===== src/rtl/lpc_tgt_pkg.sv =====
package lpc_tgt_pkg;

    localparam logic [3:0] NIB_START = 4'h0;
    localparam logic [3:0] NIB_READY = 4'h0;
    localparam logic [3:0] NIB_ONES  = 4'hF;
    localparam int         ADDR_NIBS = 8;

    typedef enum logic [3:0] {
        ST_IDLE,
        ST_FRAMED,
        ST_ADDR,
        ST_HOST_TAR,
        ST_TGT_TAR,
        ST_READY,
        ST_DATA_LO,
        ST_DATA_HI,
        ST_RET_TAR
    } tgt_state_e;

    function automatic logic is_mem_read(input logic [3:0] code);
        return (code[3:2] == 2'b01) && (code[1] == 1'b0);
    endfunction

endpackage


===== src/rtl/lpc_win_decode.sv =====
module lpc_win_decode #(
    parameter logic [31:0] WIN_BASE = 32'hFFFF_0000,
    parameter int          WIN_LOG2 = 16
) (
    input  logic [31:0]         addr,
    output logic                hit,
    output logic [WIN_LOG2-1:0] offset
);
    localparam int TAG_W = 32 - WIN_LOG2;
    localparam logic [TAG_W-1:0] BASE_TAG = WIN_BASE[31:WIN_LOG2];

    always_comb begin
        hit    = (addr[31:WIN_LOG2] == BASE_TAG);
        offset = addr[WIN_LOG2-1:0];
    end
endmodule


===== src/rtl/lpc_mem_lat.sv =====
module lpc_mem_lat #(
    parameter int LAT = 2
) (
    input  logic clk,
    input  logic rst_n,
    input  logic req,
    output logic cap
);
    generate
        if (LAT <= 1) begin : g_one
            logic stage_q;
            always_ff @(posedge clk or negedge rst_n) begin
                if (!rst_n) stage_q <= 1'b0;
                else        stage_q <= req;
            end
            assign cap = stage_q;
        end else begin : g_multi
            logic [LAT-1:0] pipe_q;
            always_ff @(posedge clk or negedge rst_n) begin
                if (!rst_n) pipe_q <= '0;
                else        pipe_q <= {pipe_q[LAT-2:0], req};
            end
            assign cap = pipe_q[LAT-1];
        end
    endgenerate
endmodule


===== src/rtl/lpc_read_target.sv =====
module lpc_read_target
    import lpc_tgt_pkg::*;
#(
    parameter logic [31:0] WIN_BASE = 32'hFFFF_0000,
    parameter int          WIN_LOG2 = 16,
    parameter int          MEM_LAT  = 2
) (
    input  logic                lclk,
    input  logic                rst_n,
    input  logic                frame_n,
    input  logic [3:0]          lad_i,
    output logic [3:0]          lad_o,
    output logic                lad_oe,
    output logic                mem_req,
    output logic [WIN_LOG2-1:0] mem_addr,
    input  logic [7:0]          mem_data
);
    localparam int CNT_W = $clog2(ADDR_NIBS);
    localparam int SH_W  = 32 - 4;

    typedef struct packed {
        tgt_state_e          st;
        logic                start_ok;
        logic [CNT_W-1:0]    cnt;
        logic [SH_W-1:0]     sh;
        logic                req;
        logic [WIN_LOG2-1:0] maddr;
        logic [7:0]          data;
        logic [3:0]          drv;
        logic                oe;
    } tgt_regs_t;

    tgt_regs_t cur_q, nxt_d;

    logic [31:0]         full_addr;
    logic                win_hit;
    logic [WIN_LOG2-1:0] win_off;
    logic                data_cap;

    assign full_addr = {cur_q.sh, lad_i};

    lpc_win_decode #(
        .WIN_BASE (WIN_BASE),
        .WIN_LOG2 (WIN_LOG2)
    ) u_win (
        .addr   (full_addr),
        .hit    (win_hit),
        .offset (win_off)
    );

    lpc_mem_lat #(
        .LAT (MEM_LAT)
    ) u_lat (
        .clk   (lclk),
        .rst_n (rst_n),
        .req   (cur_q.req),
        .cap   (data_cap)
    );

    always_comb begin
        nxt_d     = cur_q;
        nxt_d.req = 1'b0;
        if (data_cap) nxt_d.data = mem_data;

        if (!frame_n) begin
            // framing low: abandon anything in flight, note the candidate start
            nxt_d.st       = ST_FRAMED;
            nxt_d.start_ok = (lad_i == NIB_START);
            nxt_d.oe       = 1'b0;
            nxt_d.drv      = NIB_ONES;
        end else begin
            unique case (cur_q.st)
                ST_IDLE: begin
                    nxt_d.oe = 1'b0;
                end
                ST_FRAMED: begin
                    if (cur_q.start_ok && is_mem_read(lad_i)) begin
                        nxt_d.st  = ST_ADDR;
                        nxt_d.cnt = '0;
                    end else begin
                        nxt_d.st  = ST_IDLE;
                    end
                end
                ST_ADDR: begin
                    nxt_d.sh  = full_addr[SH_W-1:0];
                    nxt_d.cnt = cur_q.cnt + 1'b1;
                    if (cur_q.cnt == CNT_W'(ADDR_NIBS - 1)) begin
                        if (win_hit) begin
                            nxt_d.st    = ST_HOST_TAR;
                            nxt_d.req   = 1'b1;
                            nxt_d.maddr = win_off;
                        end else begin
                            nxt_d.st    = ST_IDLE;
                        end
                    end
                end
                ST_HOST_TAR: begin
                    nxt_d.st  = ST_TGT_TAR;
                    nxt_d.oe  = 1'b1;
                    nxt_d.drv = NIB_ONES;
                end
                ST_TGT_TAR: begin
                    nxt_d.st  = ST_READY;
                    nxt_d.drv = NIB_READY;
                end
                ST_READY: begin
                    nxt_d.st  = ST_DATA_LO;
                    nxt_d.drv = data_cap ? mem_data[3:0] : cur_q.data[3:0];
                end
                ST_DATA_LO: begin
                    nxt_d.st  = ST_DATA_HI;
                    nxt_d.drv = cur_q.data[7:4];
                end
                ST_DATA_HI: begin
                    nxt_d.st  = ST_RET_TAR;
                    nxt_d.drv = NIB_ONES;
                end
                ST_RET_TAR: begin
                    nxt_d.st  = ST_IDLE;
                    nxt_d.oe  = 1'b0;
                end
                default: begin
                    nxt_d.st  = ST_IDLE;
                    nxt_d.oe  = 1'b0;
                end
            endcase
        end
    end

    always_ff @(posedge lclk or negedge rst_n) begin
        if (!rst_n) begin
            cur_q          <= '0;
            cur_q.st       <= ST_IDLE;
            cur_q.drv      <= NIB_ONES;
        end else begin
            cur_q <= nxt_d;
        end
    end

    assign lad_o    = cur_q.drv;
    assign lad_oe   = cur_q.oe;
    assign mem_req  = cur_q.req;
    assign mem_addr = cur_q.maddr;

endmodule


===== config.mk =====
export PLATFORM = sky130hd
export DESIGN_NAME = lpc_read_target
export DESIGN_NICKNAME = d
export VERILOG_FILES = /design/src/rtl/lpc_tgt_pkg.sv /design/src/rtl/lpc_win_decode.sv /design/src/rtl/lpc_mem_lat.sv /design/src/rtl/lpc_read_target.sv
export SDC_FILE = /design/constraint.sdc
export NUM_CORES = 1
export LEC_CHECK = 0
export BUFFER_PORTS_ARGS = -buffer_cell sky130_fd_sc_hd__buf_2
export CORE_MARGIN = 10
export CORE_UTILIZATION = 36
export DETAILED_ROUTE_END_ITERATION = 8
export GPL_TIMING_DRIVEN = 0
export PLACE_DENSITY = 0.52
export SETUP_SLACK_MARGIN = 0.3
export SKIP_LAST_GASP = 1
export SYNTH_ARGS = -nofsm -noshare
export SYNTH_HDL_FRONTEND = slang
export SYNTH_HIERARCHICAL = 1
export SYNTH_SLANG_ARGS = --single-unit

===== constraint.sdc =====
create_clock -name lclk -period 4.1 [get_ports lclk]
set_clock_uncertainty 0.15 [all_clocks]
set_input_delay 0.82 -clock lclk [delete_from_list [all_inputs] [get_ports lclk]]
set_output_delay 0.82 -clock lclk [all_outputs]
set_load 0.01 [all_outputs]

==> results.json, run 1 <==
{
  "synth.distinct_cells": 42,
  "hold_path_class": "reg2reg",
  "p_total_mw": 1.21,
  "synth_ff_type": "dfrtp_1",
  "rsz0062_at_grt": "no",
  "multi_input_comb_area_um2": 1090,
  "yosys_warnings": 6,
  "critPathLaunchType": "input port",
  "gp_congestion": 0.760,
  "synth_area_leaders": "dfrtp_1 (51%), mux2_2 (15%), buf_4 (8.6%)",
  "setup_viol_count_final": 0,
  "synthCells": 237,
  "dr_total_vias": 1878,
  "clock_latency_ns": 0.34,
  "power_leakage_nw": 1.82,
  "syn_nets": 254,
  "synth_compound_gate_area_share_pct": 7.49,
  "async_flop_share_pct": 100,
  "firstDrtPassIters": 4,
  "wl_met1_mm": 2.89,
  "wl_met3_um": 417,
  "drc": 0,
  "n_antenna_cell": 0,
  "placeableCoreArea_um2": 8640,
  "fin_crit_ns": 2.30,
  "crit_type": "in2reg",
  "grt_pass1_vias": 2044,
  "h-tree-depth": 3,
  "synth_top_family_by_area": "multiplexers",
  "syn_avg_cell_area_um2": 13.3,
  "wl_met2_mm": 2.50,
  "drive_gt1_share_pct": 53.1,
  "synth_top_area_share_pct": 50.7,
  "crit_arrival_ns": 2.37,
  "wire_per_inst_um": 14.8,
  "final.period_utilization_pct": 56.0,
  "seq_area_frac_synth_pct": 54.0,
  "io_buffers": 36,
  "grt-ovfl-total": 0,
  "critPathRequiredTime_ns": 4.18,
  "fmax_mhz": 435,
  "nFillCells": 837,
  "cts_resized": 0,
  "dieArea_um2": 12900,
  "ys_ff_latch": 68,
  "postCtsSetupRepairBufs": 0,
  "hpwl_mm": 4.04,
  "synth_edf_count": 0,
  "power.density_nw_per_um2": 331,
  "cp_max_fo": 10,
  "dieWidth_um": 114,
  "holdBufCountCts": 0,
  "synthMuxAreaShare_pct": 19.6,
  "ctsRootBufferMaster": "clkbuf_8",
  "antenna_left": 0,
  "worst_pin_slew_ns": 0.723,
  "numCtsBuffers": 9,
  "tns_ns": 0,
  "synthXorXnorAreaFrac_pct": 0.277,
  "drv_cap": 0,
  "status": "complete, no violations",
  "endpoint_kind": "flip-flop",
  "nets": 302,
  "yosys.area_share.simple_pct": 6.46,
  "seqCellArea_um2": 1710,
  "drtIter0Drc": 82,
  "grt_pass1_wl_mm": 10.2,
  "hold_violations": 0,
  "synth_top_area_cell": "dfrtp_1",
  "antenna_found_initial": 0,
  "ir_drop_mv": 0.140,
  "avgViaCountPerCell": 4.74,
  "area_growth_pct": 15.9,
  "synth_common_cells": "dfrtp_1 (64), mux2_2 (43), buf_4 (36)",
  "routed_wl_mm": 5.87,
  "clock_sinks": 68,
  "synth.most_common_cell": "dfrtp_1",
  "netlist_area_um2": 3160,
  "maxSlewHeadroom_pct": 51.1,
  "rows": 34,
  "grt_usage_pct": 9.69,
  "grt_max_degree": 69,
  "path_clk_slew_ns": 0.07,
  "cts_tree": "yes",
  "synthAdderAreaFrac_pct": 0.792,
  "final_util_pct": 42.4,
  "io_pins": 37,
  "ctsLongestPathBuffers": 2,
  "drv_slew": 0,
  "highest_layer": "met4",
  "start_util_pct": 36.6,
  "fp.dieH_um": 114
}
where the power goes:
group | switching [mW] | internal [mW] | leakage, nW | total, mW
clock | 0.237 | 0.229 | 0.0783 | 0.466
sequential | 0.00606 | 0.681 | 0.920 | 0.687
combinational | 0.0314 | 0.0284 | 0.818 | 0.0597
total | 0.275 | 0.938 | 1.82 | 1.21
layer usage:
metal	vias up	GRT usage, %
met5	-	0
met4	0	3.38
met3	7	4.62
met2	44	13.7
met1	923	12.6
li1	904	-
final timing paths:
kind                                         startpoint                 endpoint  slack, ns  cells past startpoint
worst max-delay path                            frame_n             mem_addr[15]       1.80                      6
worst min-delay path            u_lat/g_multi.pipe_q[0]  u_lat/g_multi.pipe_q[1]       0.21                      0
worst max register to register                cur_q[45]             mem_addr[15]       1.84                      6
worst min register to register  u_lat/g_multi.pipe_q[0]  u_lat/g_multi.pipe_q[1]       0.21                      0
max in group asynchronous                         rst_n                 lad_o[0]       3.16                      2
min in group asynchronous                         rst_n  u_lat/g_multi.pipe_q[0]       0.33                      2
flip-flops by register name, summed over array words and instances, names as in the netlist:
register,count
cur_q,44
mem_addr,16
lad_o,4
u_lat/g_multi.pipe_q,2
lad_oe,1
mem_req,1
logic make-up after synthesis:
group | Yosys count
buffers and inverters | 50
and+or+nand+nor | 31
xor gates and xnor gates | 1
adders and majority gates | 2
muxes | 52
AOI/OAI and AO/OA | 33
DFF | 68
worst max-delay path, cell delays in order:
cell	delay [ns]
buf_2	0.09
or3b_1	0.36
buf_6	0.14
nor3_4	0.42
buf_12	0.22
mux2_4	0.30
cell usage in the layout, fill, tap and decap left out, types with 2 or more instances in the layout:
cell type / n
a21boi_0: 3
buf_2: 38
mux2_2: 43
o31ai_1: 2
nand2_1: 4
o221a_2: 2
clkbuf_1: 7
nand2b_1: 4
a21oi_1: 7
buf_4: 37
nor2_1: 3
o31a_1: 2
nand4_1: 4
o21ai_0: 4
nor3b_1: 2
ha_1: 2
o21a_1: 2
dfstp_2: 4
a211oi_1: 2
nand3_1: 2
mux2_4: 9
inv_1: 2
nor2b_1: 3
clkbuf_8: 10
o221ai_1: 3
a22oi_1: 3
dfrtp_1: 64
buf_6: 2
layout make-up:
class	instances	share of cell area, %
well taps	108	3.69
multi-input cells	119	29.9
clock buffers	12	3.96
plain buffers	48	9.57
flip-flops and latches	68	46.6
repair buffers	37	5.74
inverters	2	0.205
clock inverters	2	0.342
stage by stage:
stage                     hold slack (ns)  worst slack (ns)  std cells  area, µm²
after CTS                           0.215              1.74        396       3660
after global placement              0.189              1.42        381       3470
after floorplan                     0.181              1.71        237       3160
after global routing                0.230              1.68        396       3660
final                               0.207              1.80        396       3660
after detailed placement            0.198              1.41        382       3500
Power figures use the tool's default switching activity.
==> run 2, diff against run 1 <==
--- a/config.mk
+++ b/config.mk
@@ -10,7 +10,7 @@
 export CORE_UTILIZATION = 36
 export DETAILED_ROUTE_END_ITERATION = 8
 export GPL_TIMING_DRIVEN = 0
-export PLACE_DENSITY = 0.52
+export PLACE_DENSITY = 0.54
 export SETUP_SLACK_MARGIN = 0.3
 export SKIP_LAST_GASP = 1
 export SYNTH_ARGS = -nofsm -noshare
==> constraint.sdc (replaced) <==
create_clock -name lclk -period 2.1 [get_ports lclk]
set_clock_uncertainty 0.15 [all_clocks]
set_input_delay 0.42 -clock lclk [delete_from_list [all_inputs] [get_ports lclk]]
set_output_delay 0.42 -clock lclk [all_outputs]
set_load 0.01 [all_outputs]
==> run 2 against run 1 <==
  * Clock power is 120% higher
  * Register-to-register slack worse by 1.8 ns
  * Die area stayed put
  * Final area is 8.8% higher
  * Hold slack worse by 0.16 ns
  * Via count is 4.0% higher
  * Cell count is 4.8% higher
  * Total power is 110% higher
  * Global-route usage is 0.079 points higher
  * Combinational power is 110% higher
  * First-iteration DRC count is 26% lower
==> results.json, run 2 (synthesized netlist as in run 1, its figures left out) <==
{
  "crit_arrival_ns": 2.13,
  "ctsRootBufferMaster": "clkbuf_8",
  "h-tree-depth": 3,
  "dieWidth_um": 114,
  "maxSlewHeadroom_pct": 41.7,
  "worst_pin_slew_ns": 0.874,
  "grt_max_degree": 69,
  "clock_latency_ns": 0.34,
  "cp_slowest_cell": "dfrtp_1",
  "drv_slew": 0,
  "stdcell_area_um2": 3980,
  "setup_ws_ns": 0.0458,
  "endpoint_kind": "flip-flop",
  "cp_top_family": "simple AND/OR/NAND/NOR gates",
  "worstPathCellList": "nand4_1 > nor4_4 > nand2_2 > nor3_4 > buf_12 > clkbuf_16 > mux2_4",
  "routed_wl_mm": 6.20,
  "fp.dieH_um": 114,
  "nets": 320,
  "mostFrequentLayoutCells": "dfrtp_1 (63), buf_4 (47), buf_2 (36), mux2_2 (35), mux2_4 (17)",
  "final.period_utilization_pct": 97.8,
  "dieArea_um2": 12900,
  "critPathRequiredTime_ns": 2.17,
  "ir_drop_mv": 0.329,
  "placeableCoreArea_um2": 8640,
  "crit_path_start": "cur_q[52]",
  "hold_violations": 0,
  "hold_path_class": "in2async",
  "max_stage_delay_ns": 0.37,
  "cp.depth": 7,
  "post-place-ws_ns": -0.268,
  "ctsLongestPathBuffers": 2,
  "final_util_pct": 46.1,
  "io_buffers": 36,
  "grt-ovfl-total": 0,
  "power_leakage_nw": 2.00,
  "rsz0062_at_grt": "yes",
  "crit_type": "reg2reg",
  "gp_congestion": 0.764,
  "numCtsBuffers": 9,
  "clock_sinks": 68,
  "largest_register": "cur_q",
  "drtIter0Drc": 61,
  "cts_tree": "yes",
  "final_common_cell": "dfrtp_1",
  "p_total_mw": 2.50,
  "antenna_found_initial": 0,
  "dr_total_vias": 1953,
  "path_clk_slew_ns": 0.07,
  "rows": 34,
  "critPathLaunchType": "flip-flop",
  "hpwl_mm": 3.99,
  "cp_max_fo": 5,
  "grt_pass1_vias": 2001,
  "r2r-start": "cur_q[52]",
  "critPathBufInv": 2,
  "avgViaCountPerCell": 4.71,
  "reg2reg_depth": 7,
  "drc": 0,
  "status": "complete, no violations",
  "antenna_left": 0,
  "setup_viol_count_final": 0,
  "firstDrtPassIters": 4,
  "holdBufCountCts": 0,
  "dpl_cell_area_um2": 3480,
  "power.density_nw_per_um2": 627,
  "wire_per_inst_um": 14.9,
  "fin_crit_ns": 2.05,
  "grt_pass1_wl_mm": 10.2,
  "fmax_mhz": 487,
  "area_growth_pct": 26.1,
  "n_antenna_cell": 0,
  "drv_cap": 0,
  "drive_gt1_share_pct": 59.0,
  "largest_reg_flops": 44,
  "start_util_pct": 36.6,
  "io_pins": 37,
  "grt_usage_pct": 9.77
}
==> run 2: cell types whose count changed in the layout (fill, tap and decap cells not counted), sizes merged <==
cell      before  now
clkbuf        17   19
bufinv         0    1
clkinvlp       1    0
buf           80   97
==> run 2: path summary, 6_finish.rpt <==
check | end | slack [ns]
worst min register to register | u_lat/g_multi.pipe_q[1] | 0.21
max in group asynchronous | cur_q[64] | 1.12
min in group lclk | cur_q[61] | 0.15
worst max-delay path | mem_addr[13] | 0.05
worst min-delay path | cur_q[10] | 0.05
worst max register to register | mem_addr[13] | 0.05
==> run 2: metrics by stage <==
step,hold WS (ns),instances,setup TNS [ns]
final,0.0506,415,0
after global routing,0.108,415,-0.271
after CTS,0.0787,401,0
after detailed placement,0.200,381,-3.29
after global placement,0.188,381,-3.34
after floorplan,-0.0256,237,0
==> run 2: area by class of cell <==
type / instances / area, µm²
inverter: 2 / 7.51
clock inverter: 2 / 35.0
sequential: 68 / 1710
timing repair buffer: 55 / 408
buffer: 48 / 370
tap: 108 / 135
multi-input combinational: 119 / 1170
fill: 810 / 4650
clock buffer: 13 / 149
==> run 2: repair_timing <==
| action | in CTS | in global routing |
|---|---|---|
| resized for setup | 13 | 21 |
| endpoints found under the setup margin | 37 | 48 |
| pin swaps | 3 | 10 |
| cloned | 0 | 2 |
| setup buffers | 5 | 12 |
==> run 2: worst register-to-register path, cell delays in order (launching register included) <==
cell       delay (ns)
dfrtp_1          0.37
nand4_1          0.15
nor4_4           0.37
nand2_2          0.11
nor3_4           0.21
buf_12           0.14
clkbuf_16        0.14
mux2_4           0.29
==> run 2: routing by layer <==
layer | part of all wire [%] | GRT usage, % | vias to the layer above
li1 | - | - | 936
met1 | 49 | 13.2 | 960
met2 | 43 | 13.3 | 45
met3 | 6.7 | 4.93 | 12
met4 | 1.1 | 2.71 | 0
met5 | 0 | 0 | -
==> run 2: power by group <==
part | internal, mW | switching (mW)
Clock | 0.574 | 0.461
Combinational | 0.0602 | 0.0637
Sequential | 1.33 | 0.0121
Total | 1.96 | 0.536
